--- config.mk ---
export PLATFORM = sky130hd
export DESIGN_NAME = scr_bank
export DESIGN_NICKNAME = d
export VERILOG_FILES = /design/src/rtl/scr_pkg.sv /design/src/rtl/scr_decode.sv /design/src/rtl/scr_word.sv /design/src/rtl/scr_rdmux.sv /design/src/rtl/scr_bank.sv
export SDC_FILE = /design/constraint.sdc
export NUM_CORES = 1
export LEC_CHECK = 0
export ABC_AREA = 1
export BUFFER_PORTS_ARGS = -buffer_cell sky130_fd_sc_hd__buf_2
export CAP_MARGIN = 10
export CORE_ASPECT_RATIO = 1.1
export CORE_MARGIN = 5
export CORE_UTILIZATION = 51
export DETAILED_ROUTE_END_ITERATION = 8
export MAX_ROUTING_LAYER = met4
export PLACE_DENSITY = 0.8
export SETUP_SLACK_MARGIN = 0.4
export SKIP_LAST_GASP = 1
export SYNTH_ARGS = -nofsm -noshare
export SYNTH_HDL_FRONTEND = slang
export SYNTH_SLANG_ARGS = --single-unit
--- constraint.sdc ---
create_clock -name clk -period 2.85 [get_ports clk]
set_input_delay 0.4275 -clock clk [delete_from_list [all_inputs] [get_ports clk]]
set_output_delay 0.4275 -clock clk [all_outputs]
set_load 0.05 [all_outputs]
--- src/rtl/scr_pkg.sv ---
// Package: shared constants and types for the set/clear register bank.
// Assumes a fixed bank of four words: reset low, reset high, clock low, clock high.
package scr_pkg;
    localparam int NUM_WORDS = 4;

    // Word slots in the bank; the order fixes where each word sits in packed vectors.
    typedef enum logic [1:0] {
        W_RST_LO = 2'd0,
        W_RST_HI = 2'd1,
        W_CLK_LO = 2'd2,
        W_CLK_HI = 2'd3
    } scr_word_e;
endpackage

--- src/rtl/scr_decode.sv ---
// Module: scr_decode
// Turns the bus offset into per-word select lines. Each word has a set offset
// (its base) and a clear offset (base plus CLR_DELTA). Assumes all offsets are distinct.
module scr_decode #(
    parameter int ADDR_W    = 12,
    parameter int NWORDS    = 4,
    parameter int CLR_DELTA = 4,
    parameter logic [NWORDS*ADDR_W-1:0] BASES = '0
) (
    input  logic              clk,
    input  logic              rst_n,
    input  logic [ADDR_W-1:0] addr,
    input  logic              wr,
    output logic [NWORDS-1:0] set_sel,
    output logic [NWORDS-1:0] clr_sel,
    output logic [NWORDS-1:0] rd_sel,
    output logic              mapped
);
    for (genvar i = 0; i < NWORDS; i++) begin : g_word
        localparam logic [ADDR_W-1:0] SET_OFS = BASES[i*ADDR_W +: ADDR_W];
        localparam logic [ADDR_W-1:0] CLR_OFS = SET_OFS + ADDR_W'(CLR_DELTA);

        // Compare the offset against this word's two aliases.
        always_comb begin
            set_sel[i] = wr && (addr == SET_OFS);
            clr_sel[i] = wr && (addr == CLR_OFS);
            rd_sel[i]  = (addr == SET_OFS) || (addr == CLR_OFS);
        end
    end

    // Any alias of any word counts as a mapped offset.
    assign mapped = |rd_sel;

    // at most one word and one alias is touched by any write.
    assert_one_target_R1: assert property (@(posedge clk) disable iff (!rst_n)
        $onehot0({set_sel, clr_sel}));
endmodule

--- src/rtl/scr_word.sv ---
// Module: scr_word
// One 32-bit control word. A set strobe ORs the data in, a clear strobe masks
// it out. Assumes set and clear never arrive together (decode guarantees it).
module scr_word #(
    parameter int DATA_W = 32,
    parameter logic [DATA_W-1:0] RESET_VAL = '1
) (
    input  logic              clk,
    input  logic              rst_n,
    input  logic              set_en,
    input  logic              clr_en,
    input  logic [DATA_W-1:0] wdata,
    output logic [DATA_W-1:0] q
);
    // Hold the word; apply set or clear with the written ones as mask.
    always_ff @(posedge clk) begin
        if (!rst_n)      q <= RESET_VAL;
        else if (set_en) q <= q | wdata;
        else if (clr_en) q <= q & ~wdata;
    end

    assert_reset_R6: assert property (@(posedge clk)
        !rst_n |=> (q == RESET_VAL));

    assert_set_R2: assert property (@(posedge clk) disable iff (!rst_n)
        set_en |=> ((q & $past(wdata)) == $past(wdata)));

    assert_clear_R3: assert property (@(posedge clk) disable iff (!rst_n)
        clr_en |=> ((q & $past(wdata)) == '0));

    assert_keep_zero_bits_R4: assert property (@(posedge clk) disable iff (!rst_n)
        (set_en || clr_en) |=> ((q & ~$past(wdata)) == ($past(q) & ~$past(wdata))));

    assert_idle_hold_R7: assert property (@(posedge clk) disable iff (!rst_n)
        (!set_en && !clr_en) |=> $stable(q));
endmodule

--- src/rtl/scr_rdmux.sv ---
// Module: scr_rdmux
// Registers read data from the selected word on a read strobe, and holds it
// otherwise. Assumes rd_sel is one-hot or zero; zero yields a zero result.
module scr_rdmux #(
    parameter int DATA_W = 32,
    parameter int NWORDS = 4
) (
    input  logic                     clk,
    input  logic                     rst_n,
    input  logic                     rd,
    input  logic [NWORDS-1:0]        rd_sel,
    input  logic                     mapped,
    input  logic [NWORDS*DATA_W-1:0] words,
    output logic [DATA_W-1:0]        rdata
);
    logic [DATA_W-1:0] pick;

    // AND-OR select of the addressed word.
    always_comb begin
        pick = '0;
        for (int i = 0; i < NWORDS; i++) begin
            pick = pick | (words[i*DATA_W +: DATA_W] & {DATA_W{rd_sel[i]}});
        end
    end

    // Capture on a read strobe, otherwise keep the last result.
    always_ff @(posedge clk) begin
        if (!rst_n)  rdata <= '0;
        else if (rd) rdata <= pick;
    end

    assert_unmapped_zero_R7: assert property (@(posedge clk) disable iff (!rst_n)
        (rd && !mapped) |=> (rdata == '0));

    assert_rdata_hold_R5: assert property (@(posedge clk) disable iff (!rst_n)
        !rd |=> $stable(rdata));
endmodule

--- src/rtl/scr_bank.sv ---
// Module: scr_bank (top)
// Set/clear control register bank. It drives 64 reset lines and 64 clock-stop
// bits, each group split over two 32-bit words. Each word has a set offset and a
// clear offset four bytes higher. Assumes a single-cycle register bus with no wait states.
module scr_bank #(
    parameter int ADDR_W    = 12,
    parameter int DATA_W    = 32,
    parameter int CLR_DELTA = 4,
    parameter logic [ADDR_W-1:0] RST_LO_OFS = 12'h040,
    parameter logic [ADDR_W-1:0] RST_HI_OFS = 12'h050,
    parameter logic [ADDR_W-1:0] CLK_LO_OFS = 12'h080,
    parameter logic [ADDR_W-1:0] CLK_HI_OFS = 12'h090,
    parameter logic [2*DATA_W-1:0] RST_KEEP_MASK = '0,
    parameter logic [2*DATA_W-1:0] CLK_RUN_MASK  = 64'h0000_0004_0000_0071
) (
    input  logic                clk,
    input  logic                rst_n,
    input  logic [ADDR_W-1:0]   bus_addr,
    input  logic                bus_wr,
    input  logic [DATA_W-1:0]   bus_wdata,
    input  logic                bus_rd,
    output logic [DATA_W-1:0]   bus_rdata,
    output logic [2*DATA_W-1:0] rst_lines,
    output logic [2*DATA_W-1:0] clk_stop
);
    import scr_pkg::*;

    localparam int NW = NUM_WORDS;
    localparam logic [NW*ADDR_W-1:0] BASES =
        {CLK_HI_OFS, CLK_LO_OFS, RST_HI_OFS, RST_LO_OFS};
    localparam logic [NW*DATA_W-1:0] RESET_ALL = {~CLK_RUN_MASK, ~RST_KEEP_MASK};

    logic [NW-1:0]        set_sel;
    logic [NW-1:0]        clr_sel;
    logic [NW-1:0]        rd_sel;
    logic                 mapped;
    logic [NW*DATA_W-1:0] word_q;

    scr_decode #(
        .ADDR_W(ADDR_W), .NWORDS(NW), .CLR_DELTA(CLR_DELTA), .BASES(BASES)
    ) u_dec (
        .clk(clk), .rst_n(rst_n), .addr(bus_addr), .wr(bus_wr),
        .set_sel(set_sel), .clr_sel(clr_sel), .rd_sel(rd_sel), .mapped(mapped)
    );

    for (genvar i = 0; i < NW; i++) begin : g_reg
        scr_word #(
            .DATA_W(DATA_W), .RESET_VAL(RESET_ALL[i*DATA_W +: DATA_W])
        ) u_word (
            .clk(clk), .rst_n(rst_n), .set_en(set_sel[i]), .clr_en(clr_sel[i]),
            .wdata(bus_wdata), .q(word_q[i*DATA_W +: DATA_W])
        );

        // a read returns the word as it stood before the edge, even
        // when a write to that word lands in the same cycle.
        assert_rdback_R5: assert property (@(posedge clk) disable iff (!rst_n)
            (bus_rd && rd_sel[i]) |=> (bus_rdata == $past(word_q[i*DATA_W +: DATA_W])));
    end

    scr_rdmux #(.DATA_W(DATA_W), .NWORDS(NW)) u_rd (
        .clk(clk), .rst_n(rst_n), .rd(bus_rd), .rd_sel(rd_sel), .mapped(mapped),
        .words(word_q), .rdata(bus_rdata)
    );

    // Drive the two control vectors from the word slots.
    assign rst_lines = {word_q[int'(W_RST_HI)*DATA_W +: DATA_W], word_q[int'(W_RST_LO)*DATA_W +: DATA_W]};
    assign clk_stop  = {word_q[int'(W_CLK_HI)*DATA_W +: DATA_W], word_q[int'(W_CLK_LO)*DATA_W +: DATA_W]};
endmodule

==> results.txt <==
- Status: completed
- Cell internal power was estimated by the tool at 3739 uW.
- Setup total negative slack on the finished layout was measured at 0 ns.
- RSZ-0062 raised after global routing: false
- Cells with a size suffix above 1 make up 21.29% of the layout.
- Entering global routing, the biggest net connects 161 pins.
* Switching fraction of total power: 23.45%
- For the pin with the worst max-slew slack, the measured transition is 0.7410 ns.
- Worst reg2reg endpoint: u_rd.rdata[2]$_SDFFE_PN0P_
- Buffer count from post-CTS setup fixing: 0
- The count of nets left with antenna violations once routing finished came out at 0.
- The number of antenna violations at the first check in global routing came to 0.
- Sequential fraction of design power: 46.4%
- Cell area after synthesis: 7493 um^2
* Dominant combinational cell family by area after synthesis: simple AND/OR/NAND/NOR gates
- Number of endpoints failing setup at the final stage: 0
* Horizontal extent of the die: 125.6 um
- For this run, the top clock speed supported by timing is 0.5775 GHz.
- Cell depth of the worst flop-to-flop path: 4
* Classification of the worst setup path: input port to flip-flop
- Inserted Clock Buffers: 17
- Simple-gate share of the synthesized area: 46.70%
- After synthesis the netlist holds a flip-flop and latch count of 160.
- In this run the worst hold path is classified as input port to flip-flop.
- The first routing iteration left 1,040 violations.
- The first global-routing pass estimated 37,610 um of wire.
- After clock tree synthesis, the repair step resized 0 gates.
- Summing the areas of all compound-gate instances in the mapped netlist gives 2.538% of the synthesized area.
- The layout has 1,323 filler cells.
* Clock transition at path regs: 0.06 ns
- Proportion of synthesized chip area in sequential cells: 42.75%
- Number of max-slew violations in the final report: 0
* Register-to-register path setup slack: 1.88 ns
- For the final database, setup skew stands at 0.005166 ns.
- After layout, the worst path uses 60.76% of the clock period.
* Xor/xnor share of the synthesized area: 0%
- VDD sags by at most 359.5 uV.
- Total number of vias: 8,241
* Total routed wirelength: 23,640 um
- Maximum level of the CTS H-tree: 4
- Worst relative slew slack: 50.60%
- Summed over all layers, the global routing overflow is 0.
* WHS: 0.3128 ns
* Minimum setup slack in the final design: 1.118 ns
- Hold repair after CTS inserted 0 buffers.
- 208 I/O pins were placed.
- Sort of element at the start of the critical path: input port
- In this run the core area contains 46 standard-cell rows.
- Post-DP HPWL: 14,730 um
- In the routed layout, each cell is associated on average with a via count of 5.680.
* Sw power: 1145 uW
* Ys Warns: 0
- Pwr Total: 4885 uW
* Multiplexer share of the synthesized area: 0%
* Clock Latency Late Sink: 0.42 ns
- Count of TritonRoute iterations in the first routing pass: 5
- The count of buffers added on input and output ports is 207.
- Combinational logic is responsible for 6.9% of the overall power.
- Core Region: 14,450 um^2
- Of all nets on the critical path, the largest fanout is 38.
* Pre-CTS worst setup slack: 0.7128 ns
- Die Height: 137.1 um
- Number of hold-slack violations in the final timing report: 0
- Net count after synthesis: 1,162
- The via count of the first global-routing pass was 7,196.
- CTS tree: yes
- The analysis attributes to cell leakage a power of 0.004035 uW.
* Part of the power in the clock network: 46.7%
- Counting instances, the worst hold path has a depth of 3.
* Average routed wire per standard cell: 16.29 um
- Tracing the worst setup path back leads to its startpoint at bus_addr[5].
* Post-route core utilization: 62.83%
- DRC violation count after routing: 0
- 0 antenna diodes ended up in the layout.
- Net total in the final layout: 1,294
* Library cells used by synthesis: 17
* Longest Clk Path Bufs: 2
* Weighted congestion reported at the end of routability-driven placement: 0.8170
* Hold wc startpoint: bus_wdata[9]
* Overall track demand over capacity in global routing: 27.59%
* Area growth from synthesis to final layout: 21.12%
- The tree built by TritonCTS fans out to 160 sinks.
- After layout, the minimum clock period comes to 1.732 ns.
- The worst setup path is captured at a flip-flop.
- The die covers 17,220 um^2.
- Number of maximum-capacitance constraint violations: 0
- Of the total synthesized cell area, the portion taken by full adders, half adders and majority gates is 0%.
- The cell count after synthesis came out at 1,114.
* CTS Root Buffer Type: sky130_fd_sc_hd__clkbuf_16
- Mean post-synth cell area: 6.727 um^2
- In this run the power density over the cells is 538.2 nW/um^2.
- Initial cell density of the core: 51.87%
- For the worst setup path, the data arrival time is 2.00 ns.
- For the worst setup path, the data required time is 3.12 ns.
## layout by cell type (no fill, tap or decap), drive strengths merged
| master | netlist | layout |
|---|---|---|
| nand3 | 388 | 388 |
| nand2 | 309 | 309 |
| buf | 67 | 227 |
| dfxtp | 160 | 160 |
| nor2 | 81 | 81 |
| o21ai | 38 | 38 |
| clkbuf | 47 | 27 |
| inv | 16 | 16 |
| nand4 | 5 | 5 |
| clkinv | 0 | 3 |
| nor3 | 2 | 2 |
| bufinv | 0 | 2 |
| and2 | 1 | 1 |
## power by group through the flow
| stage | sequential, uW | combinational [uW] | clock, uW |
|---|---|---|---|
| 6_report | 2270 | 335 | 2280 |
| 5_1_grt | 2270 | 360 | 2390 |
| 4_1_cts | 2270 | 331 | 2300 |
| 3_5_place_dp | 2320 | 330 | 0 |
| 3_3_place_gp | 2320 | 328 | 0 |
| 2_1_floorplan | 2390 | 155 | 0 |
## logic make-up after synthesis
logic type | count (synthesis)
and+or+nand+nor | 786
AOI/OAI and AO/OA | 38
buffers and inverters | 130
DFF | 160
## how the worst max path moves through the flow
stage                           end  slack, ns  cells past startpoint
after floorplan           flip-flop       1.26                     10
after global placement    flip-flop       0.81                     10
after detailed placement  flip-flop       0.71                     11
after CTS                 flip-flop       1.17                     11
after global routing      flip-flop       0.97                     11
final                     flip-flop       1.12                     11
## layer usage
layer	part of all wire (%)	up-vias	global-route usage [%]
li1	-	3940	-
met1	41	3806	36.54
met2	48	453	43.34
met4	1.9	0	8.614
met5	0	-	-
met3	9.2	42	4.840
## per-stage QoR
stage / instances / area [um^2]
final: 1451 / 9076
after global routing: 1451 / 9076
after CTS: 1451 / 9076
after detailed placement: 1419 / 8488
after global placement: 1419 / 8488
after floorplan: 1114 / 7493
## synth_stat cells, drive strengths merged
cell	number	area, um^2
nand3	388	1942
nand2	309	1160
dfxtp	160	3203
nor2	81	334.1
buf	67	357.8
clkbuf	47	182.7
o21ai	38	190.2
inv	16	60.06
nand4	5	31.28
nor3	2	26.28
and2	1	6.260
## cell type report
class,instances,area (um^2),share of cell area [%]
Inverter,16,60.06,0.6617
Timing Repair Buffer,227,1251,13.79
Tap cell,192,240.2,2.647
Multi-Input combinational cell,824,3734,41.14
Clock buffer,27,513.0,5.652
Sequential cell,160,3203,35.29
Clock inverter,5,75.07,0.8271
## worst max-delay path, stage by stage
cell and delay (ns):
sky130_fd_sc_hd__buf_2 0.10, sky130_fd_sc_hd__inv_2 0.05, sky130_fd_sc_hd__nand2_1 0.13, sky130_fd_sc_hd__nor2_4 0.14
sky130_fd_sc_hd__buf_4 0.25, sky130_fd_sc_hd__nand2_1 0.15, sky130_fd_sc_hd__nor2_4 0.11, sky130_fd_sc_hd__buf_4 0.37
sky130_fd_sc_hd__nand2_1 0.11, sky130_fd_sc_hd__nand2_1 0.08, sky130_fd_sc_hd__nand3_1 0.05
Power figures use the tool's default switching activity.
